`src/rtl/prot_pkg.sv`:
```
package prot_pkg;

    typedef enum logic [1:0] {
        OP_ARM_LOCK = 2'b00,
        OP_SET_BND  = 2'b01,
        OP_READBACK = 2'b10,
        OP_CLEAR    = 2'b11
    } prot_op_e;

    typedef struct packed {
        logic rd;
        logic wr;
        logic clr;
        logic arm;
        logic lock;
    } prot_cmd_t;

    localparam prot_cmd_t CMD_NONE = '{rd: 1'b0, wr: 1'b0, clr: 1'b0, arm: 1'b0, lock: 1'b0};

    function automatic logic is_modify(input prot_cmd_t c);
        return c.wr | c.clr | c.lock;
    endfunction

endpackage

```
`src/rtl/prot_decode.sv`:
```
module prot_decode
    import prot_pkg::*;
#(
    parameter int AW = 8
) (
    input  logic          clk,
    input  logic          rst,
    input  logic          valid,
    input  logic          pre,
    input  logic [1:0]    op,
    input  logic [AW-1:0] addr,
    output prot_cmd_t     cmd
);

    prot_op_e op_e;

    always_comb begin
        op_e = prot_op_e'(op);
        cmd  = CMD_NONE;
        if (valid && pre) begin
            unique case (op_e)
                OP_READBACK: cmd.rd  = 1'b1;
                OP_SET_BND:  cmd.wr  = 1'b1;
                OP_CLEAR:    cmd.clr = &addr;
                OP_ARM_LOCK: begin
                    cmd.arm  = (addr[AW-1:AW-2] == 2'b11);
                    cmd.lock = (addr == '0);
                end
                default: cmd = CMD_NONE;
            endcase
        end
    end

    AST_ONE_CMD: assert property (@(posedge clk) disable iff (rst)
        $onehot0({cmd.rd, cmd.wr, cmd.clr, cmd.arm, cmd.lock}));

    AST_NO_CMD_WITHOUT_PRE: assert property (@(posedge clk) disable iff (rst)
        !pre |-> (cmd == CMD_NONE));

endmodule

```
`src/rtl/prot_store.sv`:
```
module prot_store
    import prot_pkg::*;
#(
    parameter int AW = 8
) (
    input  logic          clk,
    input  logic          rst,
    input  prot_cmd_t     cmd,
    input  logic [AW-1:0] addr,
    input  logic          wel,
    output logic [AW-1:0] bound_q,
    output logic          flag_q,
    output logic          otp_q,
    output logic          rd_valid,
    output logic [AW:0]   rd_value
);

    logic armed_q;
    logic grant;

    assign grant = armed_q & wel & ~otp_q;

    always_ff @(posedge clk) begin
        if (rst) begin
            bound_q  <= '1;
            flag_q   <= 1'b1;
            otp_q    <= 1'b0;
            armed_q  <= 1'b0;
            rd_valid <= 1'b0;
            rd_value <= '0;
        end else begin
            rd_valid <= cmd.rd;
            if (cmd.rd) begin
                rd_value <= {bound_q, flag_q};
            end
            if (cmd.arm && wel) begin
                armed_q <= 1'b1;
            end else if (is_modify(cmd)) begin
                armed_q <= 1'b0;
            end
            if (grant) begin
                if (cmd.wr) begin
                    bound_q <= addr;
                    flag_q  <= 1'b0;
                end else if (cmd.clr) begin
                    bound_q <= '1;
                    flag_q  <= 1'b1;
                end else if (cmd.lock) begin
                    otp_q   <= 1'b1;
                end
            end
        end
    end

    AST_OTP_STICKY: assert property (@(posedge clk) disable iff (rst)
        otp_q |=> otp_q);

    AST_LOCK_FREEZE: assert property (@(posedge clk) disable iff (rst)
        otp_q |=> ($stable(bound_q) && $stable(flag_q)));

    AST_NEED_ARM: assert property (@(posedge clk) disable iff (rst)
        !armed_q |=> ($stable(bound_q) && $stable(flag_q) && $stable(otp_q)));

    AST_RD_ORIGIN: assert property (@(posedge clk) disable iff (rst)
        rd_valid |-> $past(cmd.rd));

    AST_DISARM: assert property (@(posedge clk) disable iff (rst)
        (is_modify(cmd) && !cmd.arm) |=> !armed_q);

endmodule

```
`src/rtl/prot_verdict.sv`:
```
module prot_verdict #(
    parameter int AW         = 8,
    parameter int PAGE_WORDS = 4,
    parameter int PB         = $clog2(PAGE_WORDS),
    parameter int CW         = $clog2(PAGE_WORDS + 1)
) (
    input  logic          clk,
    input  logic          rst,
    input  logic [AW-1:0] bound,
    input  logic          flag,
    input  logic [AW-1:0] chk_addr,
    input  logic [CW-1:0] chk_count,
    input  logic          chk_all,
    output logic          allow
);

    logic [PAGE_WORDS-1:0] lane_hit;

    for (genvar i = 0; i < PAGE_WORDS; i++) begin : g_lane
        logic [PB-1:0] low;
        logic [AW-1:0] lane_addr;
        assign low       = chk_addr[PB-1:0] + PB'(i);
        assign lane_addr = {chk_addr[AW-1:PB], low};
        assign lane_hit[i] = (CW'(i) < chk_count) && (lane_addr >= bound);
    end

    always_comb begin
        if (chk_all) begin
            allow = flag;
        end else begin
            allow = flag | ~(|lane_hit);
        end
    end

    AST_ZERO_BOUND_DENY: assert property (@(posedge clk) disable iff (rst)
        (!flag && bound == '0 && chk_count != '0) |-> !allow);

    AST_ALL_NEEDS_CLEAR: assert property (@(posedge clk) disable iff (rst)
        (chk_all && !flag) |-> !allow);

    AST_CLEARED_OPEN: assert property (@(posedge clk) disable iff (rst)
        flag |-> allow);

endmodule

```
`src/rtl/prot_guard.sv`:
```
module prot_guard
    import prot_pkg::*;
#(
    parameter int AW         = 8,
    parameter int PAGE_WORDS = 4,
    localparam int CW        = $clog2(PAGE_WORDS + 1)
) (
    input  logic          clk,
    input  logic          rst,
    input  logic          instr_valid,
    input  logic          pre_pin,
    input  logic [1:0]    instr_op,
    input  logic [AW-1:0] instr_addr,
    input  logic          wel,
    input  logic [AW-1:0] chk_addr,
    input  logic [CW-1:0] chk_count,
    input  logic          chk_all,
    output logic          chk_allow,
    output logic          rd_valid,
    output logic [AW:0]   rd_value
);

    prot_cmd_t     cmd;
    logic [AW-1:0] bound_q;
    logic          flag_q;
    logic          otp_q;

    prot_decode #(.AW(AW)) u_decode (
        .clk   (clk),
        .rst   (rst),
        .valid (instr_valid),
        .pre   (pre_pin),
        .op    (instr_op),
        .addr  (instr_addr),
        .cmd   (cmd)
    );

    prot_store #(.AW(AW)) u_store (
        .clk      (clk),
        .rst      (rst),
        .cmd      (cmd),
        .addr     (instr_addr),
        .wel      (wel),
        .bound_q  (bound_q),
        .flag_q   (flag_q),
        .otp_q    (otp_q),
        .rd_valid (rd_valid),
        .rd_value (rd_value)
    );

    prot_verdict #(.AW(AW), .PAGE_WORDS(PAGE_WORDS)) u_verdict (
        .clk       (clk),
        .rst       (rst),
        .bound     (bound_q),
        .flag      (flag_q),
        .chk_addr  (chk_addr),
        .chk_count (chk_count),
        .chk_all   (chk_all),
        .allow     (chk_allow)
    );

    AST_RD_SINGLE: assert property (@(posedge clk) disable iff (rst)
        rd_valid |=> !rd_valid || $past(instr_valid));

endmodule

```
`config.mk`:
```
export PLATFORM = sky130hd
export DESIGN_NAME = prot_guard
export DESIGN_NICKNAME = d
export VERILOG_FILES = /design/src/rtl/prot_pkg.sv /design/src/rtl/prot_decode.sv /design/src/rtl/prot_store.sv /design/src/rtl/prot_verdict.sv /design/src/rtl/prot_guard.sv
export SDC_FILE = /design/constraint.sdc
export NUM_CORES = 1
export LEC_CHECK = 0
export BUFFER_PORTS_ARGS = -buffer_cell sky130_fd_sc_hd__clkbuf_2
export CORE_MARGIN = 8
export CORE_UTILIZATION = 41
export DETAILED_ROUTE_END_ITERATION = 6
export HOLD_SLACK_MARGIN = 0.12
export PLACE_DENSITY = 0.68
export SETUP_SLACK_MARGIN = 0.1
export SLEW_MARGIN = 0
export SYNTH_ARGS = -nofsm -noshare
export SYNTH_HDL_FRONTEND = slang
export SYNTH_SLANG_ARGS = --single-unit
export TNS_END_PERCENT = 5
```
`constraint.sdc`:
```
create_clock -name clk -period 3.76 [get_ports clk]
set_clock_uncertainty 0.05 [all_clocks]
set_input_delay 0.188 -clock clk [delete_from_list [all_inputs] [get_ports clk]]
set_output_delay 0.188 -clock clk [all_outputs]
set_load 0.02 [all_outputs]
```
==> results.cfg <==
[cts]
htree_levels = 1
clk_root_buffer_cell = clkbuf_4
cts_tree = built
cts.sinks = 21
cts_buffers = 3
insertion_delay_ns = 0.30
clkTransAtPathRegs_ns = 0.11
cts_buffer_depth = 2

[sta]
slew_viol_final = 0
tns_ns = 0
rsz0062_at_grt = false
min_period_ns = 2.26
timing.final.crit_share_pct = 60.1
setup_viol = 0
tightest_slew_ns = 0.416
slew_headroom_pct = 72.2
fin_ws_ns = 1.50
fmax_ghz = 0.443
hold_violations = 0
holdWs_ns = 0.122

[synth]
yosys.area_share.simple_pct = 27.0
synth_top_area_share_pct = 36.1
synth-compound-area-share_pct = 18.9
avgSynthCellArea_um2 = 8.25
synth_cell_types = 34
yosysSeqAreaShare_pct = 36.1
synthXorXnorAreaFrac_pct = 0.753
yosysTopAreaCell = dfxtp_1
syn-num-nets = 180
synthMuxAreaShare_pct = 0
synth_area_leaders = dfxtp_1 (36%), ha_1 (13%), nand2_1 (9.7%)
synth_fa_ha_area_share_pct = 12.9
yosysWarnings = 0
synth_seq_cells = 21
synth_cells = 141
synth_top_family_by_area = simple AND/OR/NAND/NOR gates
syn-cell-area_mm2 = 0.00116

[layout]
area_delta_synth_final_pct = 26.9
layout.nets = 227
antenna_cells = 0
mostFrequentLayoutCell = clkbuf_2
layout-drive-gt1-share_pct = 25.7
final_cells = 218
final_cell_mix = clkbuf_2 (37), nand2_1 (30), dfxtp_1 (21), nand3_1 (16)

[power_and_ir_drop]
power_density_mw_per_mm2 = 271
p_sw_share_pct = 26.0
internal_power_uw = 296
pwr-share-seq_pct = 56.8
netSwitchingPower_uw = 104
power_leakage_nw = 0.747
pwr-share-clk_pct = 26.5
ir_worst_vdd_mv = 0.316
pwr-share-comb_pct = 16.7

[drt]
routedWlPerCell_um = 13.2
drc = 0
post_drt_via_cell_ratio = 5.36
dr.pass1.iters = 4
totalWireLength_um = 2880
drtIter0Drc = 49
vias = 1168
ant_nets = 0

[global_routing]
grt_max_degree = 14
grt_pass1_wl_um = 4840
grt_usage_pct = 11.6
grt_pass1_vias = 1179
antenna_found_initial = 0
grt.overflow.total = 0

[floorplan]
io_pins = 38
die_x_um = 69.3
die_area_mm2 = 0.00480
die_height_um = 69.3
rows = 19
core_area_mm2 = 0.00273
initial_core_util_pct = 42.6

[worst_setup_path]
r2r-end = u_store.bound_q[1]
reg2reg_slack_ns = 2.34
crit_family = compound AO/OA/AOI/OAI gates
crit_slowest_cell = dfxtp_1
worst-r2r-cell-count = 5
path_max_fanout = 4
max_stage_delay_ns = 0.40
path_buf_inv = 1
r2r_start = u_store.otp_q
worst_ep_required_time_ns = 3.52
worstPathArrival_ns = 2.02
crit_chain = ha_1, nand2b_4, a2111oi_4, o22ai_1, o32ai_2, a21o_1, clkbuf_2
start_kind = flop
critPathKind = flop to output port
endpoint_kind = output port

[hold_path]
min_from = instr_addr[6]
worstHoldPathType = input port to flop
whs_endpoint = u_store.bound_q[6]
hold_depth = 3

[placed_design]
dp_hpwl_um = 2350
dp_slack_ns = 1.76
place_congestion = 0.876
dp_cells = 207
portBuffers = 37

[status]
status = complete, no violations

[flow_run]
cap_violations = 0
==> synth_stat cells, drive strengths merged <==
master,instances
buf,1
o21a,1
and2,1
nand3,16
nor2,5
nand2,31
dfxtp,21
a2111oi,1
xnor2,1
a21o,1
o22ai,2
nor3,1
a21oi,12
ha,12
nand2b,1
a41oi,1
and4,1
nand4,4
nor4,2
a21boi,2
inv,11
a31oi,2
o211ai,1
clkbuf,1
nand3b,1
and3,1
a211oi,1
o32ai,1
nand4b,1
o21ai,4
==> power groups by stage <==
stage	clock network [mW]	logic (mW)	registers (mW)
after floorplan	0	0.0274	0.237
after global placement	0	0.0582	0.232
after detailed placement	0	0.0611	0.233
after CTS	0.111	0.0670	0.228
after global routing	0.122	0.0734	0.228
final	0.106	0.0671	0.227
==> final cells by class <==
cell class | instances | area, um^2
Tap cell | 31 | 38.8
Clock buffer | 3 | 22.5
Inverter | 11 | 41.3
Timing Repair Buffer | 44 | 255
Fill cell | 268 | 1260
Clock inverter | 1 | 5.00
Sequential cell | 21 | 420
Multi-Input combinational cell | 107 | 693
==> metrics by stage <==
stage	power, mW	util (%)	area (um^2)
6_report	0.401	54.0	1480
5_1_grt	0.423	54.0	1480
4_1_cts	0.405	54.0	1480
3_5_place_dp	0.294	50.4	1380
3_3_place_gp	0.291	50.4	1380
2_1_floorplan	0.264	-	1160
==> per-layer routing <==
| layer | GRT usage (%) | share of wire, % |
|---|---|---|
| met5 | 0 | 0 |
| met4 | 4.56 | 1.7 |
| met3 | 4.43 | 5.5 |
| met2 | 21.1 | 53 |
| met1 | 11.4 | 40 |
==> state kept, by name, indices dropped and copies added, names as in the netlist <==
signal	count
u_store.otp_q	1
u_store.bound_q	8
u_store.flag_q	1
u_store.armed_q	1
u_store.rd_value	9
u_store.rd_valid	1
==> worst max-delay path by stage <==
stage,startpoint,endpoint,slack [ns],depth (start not counted)
floorplan,u_store.bound_q[0],chk_allow,2.00,6
global placement,chk_addr[0],chk_allow,1.87,9
detailed placement,chk_addr[0],chk_allow,1.76,10
CTS,u_store.bound_q[0],chk_allow,1.46,7
global route,u_store.bound_q[1],chk_allow,1.38,8
finish,u_store.bound_q[0],chk_allow,1.50,7
==> repair_timing <==
item	CTS	global route
resized for setup	0	0
hold buffers	7	0
setup buffers	0	0
hold endpoints to repair	7	0
==> worst min-delay path: stages <==
cell      delay (ns)
clkbuf_2        0.11
nand3_1         0.07
nand3_1         0.08
==> logic make-up after synthesis <==
logic type               Yosys count
AND/OR/NAND/NOR                   65
AO/OA/AOI/OAI                     29
flip-flops                        21
buffers and inverters             13
adder cells (fa/ha/maj)           12
XOR/XNOR                           1
Note: power is estimated with default switching activity, not from simulation.
